--- src/rtl/pair_sum_pkg.sv ---
package pair_sum_pkg;

    typedef enum logic {
        S_EMPTY = 1'b0,
        S_HALF  = 1'b1
    } pair_state_t;

    localparam int NUM_LANES = 2;

endpackage

--- src/rtl/pair_sum_ctrl.sv ---
module pair_sum_ctrl
    import pair_sum_pkg::*;
(
    input  logic clk,
    input  logic rst_n,
    input  logic in_vld,
    input  logic in_last,
    output logic take,
    output logic emit,
    output logic clear,
    output logic vld_q,
    output logic last_q
);

    pair_state_t cur_st;
    pair_state_t nxt_st;

    // state register
    always_ff @(posedge clk) begin
        if (!rst_n) begin
            cur_st <= S_EMPTY;
        end else begin
            cur_st <= nxt_st;
        end
    end

    // next state and per-cycle controls
    always_comb begin
        nxt_st = cur_st;
        take   = 1'b0;
        emit   = 1'b0;
        clear  = 1'b0;
        unique case (cur_st)
            S_EMPTY: begin
                if (in_vld && !in_last) begin
                    take   = 1'b1;
                    nxt_st = S_HALF;
                end
                clear = in_last;
            end
            S_HALF: begin
                if (in_vld) begin
                    emit   = 1'b1;
                    clear  = 1'b1;
                    nxt_st = S_EMPTY;
                end else if (in_last) begin
                    clear  = 1'b1;
                    nxt_st = S_EMPTY;
                end
            end
            default: nxt_st = S_EMPTY;
        endcase
    end

    // registered strobes, aligned with the summed data
    always_ff @(posedge clk) begin
        if (!rst_n) begin
            vld_q  <= 1'b0;
            last_q <= 1'b0;
        end else begin
            vld_q  <= emit;
            last_q <= in_last;
        end
    end

endmodule

--- src/rtl/pair_sum_lane.sv ---
module pair_sum_lane #(
    parameter int DW = 16
) (
    input  logic          clk,
    input  logic          rst_n,
    input  logic          take,
    input  logic          emit,
    input  logic          clear,
    input  logic [DW-1:0] din,
    output logic [DW-1:0] dout
);

    logic [DW-1:0] held;
    logic [DW-1:0] sum_q;

    always_ff @(posedge clk) begin
        if (!rst_n) begin
            held  <= '0;
            sum_q <= '0;
        end else begin
            if (emit) begin
                sum_q <= held + din;
            end
            if (clear) begin
                held <= '0;
            end else if (take) begin
                held <= din;
            end
        end
    end

    assign dout = sum_q;

endmodule

--- src/rtl/pair_sum_stage.sv ---
module pair_sum_stage
    import pair_sum_pkg::*;
#(
    parameter int DW = 16
) (
    input  logic          clk,
    input  logic          rst_n,
    input  logic          in_vld,
    input  logic [DW-1:0] in_a,
    input  logic [DW-1:0] in_b,
    input  logic          in_last,
    output logic          out_vld,
    output logic [DW-1:0] out_a,
    output logic [DW-1:0] out_b,
    output logic          out_last
);

    logic take;
    logic emit;
    logic clear;

    logic [NUM_LANES-1:0][DW-1:0] lane_in;
    logic [NUM_LANES-1:0][DW-1:0] lane_out;

    assign lane_in[0] = in_a;
    assign lane_in[1] = in_b;

    pair_sum_ctrl u_ctrl (
        .clk     (clk),
        .rst_n   (rst_n),
        .in_vld  (in_vld),
        .in_last (in_last),
        .take    (take),
        .emit    (emit),
        .clear   (clear),
        .vld_q   (out_vld),
        .last_q  (out_last)
    );

    for (genvar g = 0; g < NUM_LANES; g++) begin : g_lane
        pair_sum_lane #(.DW(DW)) u_lane (
            .clk   (clk),
            .rst_n (rst_n),
            .take  (take),
            .emit  (emit),
            .clear (clear),
            .din   (lane_in[g]),
            .dout  (lane_out[g])
        );
    end

    assign out_a = lane_out[0];
    assign out_b = lane_out[1];

endmodule

--- config.mk ---
export PLATFORM = sky130hd
export DESIGN_NAME = pair_sum_stage
export DESIGN_NICKNAME = d
export VERILOG_FILES = /design/src/rtl/pair_sum_pkg.sv /design/src/rtl/pair_sum_ctrl.sv /design/src/rtl/pair_sum_lane.sv /design/src/rtl/pair_sum_stage.sv
export SDC_FILE = /design/constraint.sdc
export NUM_CORES = 1
export LEC_CHECK = 0
export BUFFER_PORTS_ARGS = -buffer_cell sky130_fd_sc_hd__buf_2
export CAP_MARGIN = 5
export CORE_AREA = 2 2 92 112
export CTS_CLUSTER_DIAMETER = 30
export CTS_CLUSTER_SIZE = 14
export DETAILED_ROUTE_END_ITERATION = 7
export DIE_AREA = 0 0 94 114
export PLACE_DENSITY_LB_ADDON = 0.05
export SLEW_MARGIN = 20
export SYNTH_ARGS = -nofsm -noshare
export SYNTH_HDL_FRONTEND = slang
export SYNTH_SLANG_ARGS = --single-unit
--- constraint.sdc ---
create_clock -name clk -period 4.74 [get_ports clk]
set_input_delay 0 -clock clk [delete_from_list [all_inputs] [get_ports clk]]
set_output_delay 0 -clock clk [all_outputs]
set_load 0.05 [all_outputs]
==> metrics <==
Max FO, Critical Path 4; DR iter-0 viols 136; mapped cell area 3780 µm²; Worst Skew roughly 7.2 ps; Initial Utilization 0.388; Async SR Flop Fraction 0; first-pass GRT wire length 17.1 mm; dominant synthesized flop cell dfxtp_1; static leakage just over 2 nW; Warnings, synthesis 0; worst skew pair latency 330 ps; Worst Setup End Kind flip-flop; IO Pins 70; number of flops mapped to enable cells by yosys 0; global placer's final weighted congestion 0.801; Final Cycle Share 0.520; fillers 990; largest net degree at the start of global routing 35; total power around 0.0015 W; Routed WL 10.3 mm; Clock Path Buffers 2; Core Box Area just under 10,000 µm²; layout cells sized above 1 0.164; Wirelength per Cell 14.5 µm; HPWL Detailed 7.27 mm; Slew HR 0.462; min-delay worst type input pin to flip-flop; PortBufs 69; sequential area share after synthesis 0.354; Finished Layout Cells 706; die area 10,700 µm²; vias roughly 3,700; drc violations 0; library cells used by synthesis 52; drt first pass iters 4; WP data required between 4000 and 5000 ps; gr usage total 0.203; vias in the first global route 3,508; initial antenna violation count 0; arrival time worst endpoint ~2600 ps; cell count after synthesis 481; Startpoint Class input pin; row cnt 40; max-slew violation count 0; Yosys reg bits 67; dpl cells 656; RSZ-0062 raised after global routing false; Max-cap violations 0; clk root buf clkbuf_16; Num CTS Buffers 9; CTS Sinks 67; Setup TNS Final 0 ps; post-detailed-route count of antenna-violating nets 0; Synth-to-Final Area Change 28.6%; peak supply drop 148 µV; Final Hold Violating Endpoints 0; TritonCTS clock tree yes; Die Wd around 94 µm; Final min period 2470 ps; H-Tree Level Count 3; status completed; CP Class input pin to flip-flop; Final Setup Violations 0; minimum hold slack around 170 ps; pwr dens about 310 nW/µm²; Via density 5.24; gr ovfl total 0; Die Span Y 114 µm; Mapped Nets approximately 550; final core utilization 0.499; Highest Clock Rate 405 MHz; Layout Nets 643; Clk pin slew, worst setup/hold paths ~50 ps; Antenna Cells 0; average size of a mapped cell approximately 8 µm²; Slew @ Worst Pin 805 ps
## Yosys cell counts, drive strengths merged (2+ instances only)
cell	n	share of area
a211o	4	0.0093
a211oi	8	0.017
a21boi	3	0.0059
a21o	6	0.012
a21oi	65	0.087
a31oi	2	0.0033
and2	5	0.0083
and3	7	0.012
buf	2	0.0023
clkbuf	22	0.022
dfxtp	67	0.35
fa	2	0.011
ha	30	0.099
inv	5	0.0050
mux2i	5	0.013
nand2	99	0.098
nand2b	4	0.0066
nand3	28	0.037
nand4b	3	0.0069
nor2	26	0.026
nor2b	4	0.0066
nor3	6	0.0079
nor4	3	0.0050
o2111ai	2	0.0046
o211ai	11	0.022
o21a	3	0.0059
o21ai	21	0.028
o21bai	5	0.0099
o41ai	2	0.0066
or3	7	0.013
xnor2	10	0.023
xor2	2	0.0046
## final timing paths
check	from	end	slack (ps)	cells past startpoint
hold reg to reg	g_lane[1].u_lane.dout[3]	g_lane[1].u_lane.dout[3]	450	2
setup reg to reg	g_lane[0].u_lane.held[0]	g_lane[0].u_lane.dout[12]	2320	8
hold / removal	rst_n	g_lane[0].u_lane.dout[15]	170	3
setup / recovery	in_a[0]	g_lane[0].u_lane.dout[12]	2270	10
## cell usage in the layout (no fill, tap or decap), types with 2 or more instances in the layout
master	instances
a211o_1	4
a211oi_1	7
a21boi_1	2
a21o_1	6
a21oi_1	64
a31oi_1	2
and2_1	5
and3_1	7
buf_2	69
buf_4	4
clkbuf_1	2
clkbuf_16	9
clkbuf_8	4
dfxtp_1	67
dlygate4sd3_1	34
fa_1	2
ha_1	30
inv_1	4
mux2i_1	5
nand2_1	99
nand2b_1	4
nand3_1	28
nand4b_1	3
nor2_1	26
nor2b_1	3
nor3_1	6
nor4_1	3
o2111ai_1	2
o211ai_1	11
o21a_1	3
o21ai_0	8
o21ai_1	13
o21bai_1	5
or3_1	6
xnor2_1	10
xor2_1	2
## per-layer routing
| metal | vias up | share of wire | global-route usage | wire [µm] |
|---|---|---|---|---|
| met5 | - | 0 | 0 | 0 |
| met4 | 0 | 0.016 | 0.0725 | 159 |
| met3 | 9 | 0.034 | 0.0370 | 345 |
| met2 | 59 | 0.50 | 0.343 | 5090 |
| met1 | 1719 | 0.45 | 0.257 | 4660 |
| li1 | 1911 | - | - | - |
## power by group
group          internal (W)  total, W  switching (W)
Sequential         0.000581  0.000591      0.0000103
Combinational     0.0000928  0.000242       0.000149
Clock              0.000411  0.000653       0.000242
## worst max-delay path, stage by stage
cell and delay [ps]:
dlygate4sd3_1 530, buf_2 130, ha_1 230, fa_1 430, a211oi_1 340, o21ai_1 220, a2111oi_2 400, o21ai_0 170
nand3b_1 120, a21oi_1 70
## timing repair
action,4_1_cts,5_1_grt
hold buffers,34,0
setup buffers,0,0
gates resized for setup,0,0
hold endpoints to repair,34,0
## metrics by stage
stage | setup slack, ps | instance area [µm²]
2_1_floorplan | 2620 | 3780
3_3_place_gp | 2420 | 4230
3_5_place_dp | 2390 | 4230
4_1_cts | 2310 | 4870
5_1_grt | 2140 | 4870
6_report | 2270 | 4870
## kinds of logic after synthesis
kind of cell / after synthesis / synth area share
adder cells (fa/ha/maj): 32 / 0.110
AO/OA/AOI/OAI: 140 / 0.231
AND/OR/NAND/NOR: 196 / 0.235
XOR/XNOR: 12 / 0.0278
buffers and inverters: 29 / 0.0291
multiplexers: 5 / 0.0132
flip-flops: 67 / 0.354
## final cells by class
cell class,instances,area (µm²),area share
repair buffers,107,716,0.147
well taps,126,158,0.0324
clock inverters,1,5.00,0.00103
flip-flops and latches,67,1340,0.276
inverters,5,18.8,0.00386
clock buffers,15,288,0.0591
multi-input cells,385,2340,0.481
## sequential cells by signal, summed over array words and instances (netlist names)
name	flops
u_ctrl.last_q	1
u_ctrl.cur_st	1
u_ctrl.vld_q	1
g_lane.u_lane.dout	32
g_lane.u_lane.held	32
Note: power is estimated with default switching activity, not from simulation.
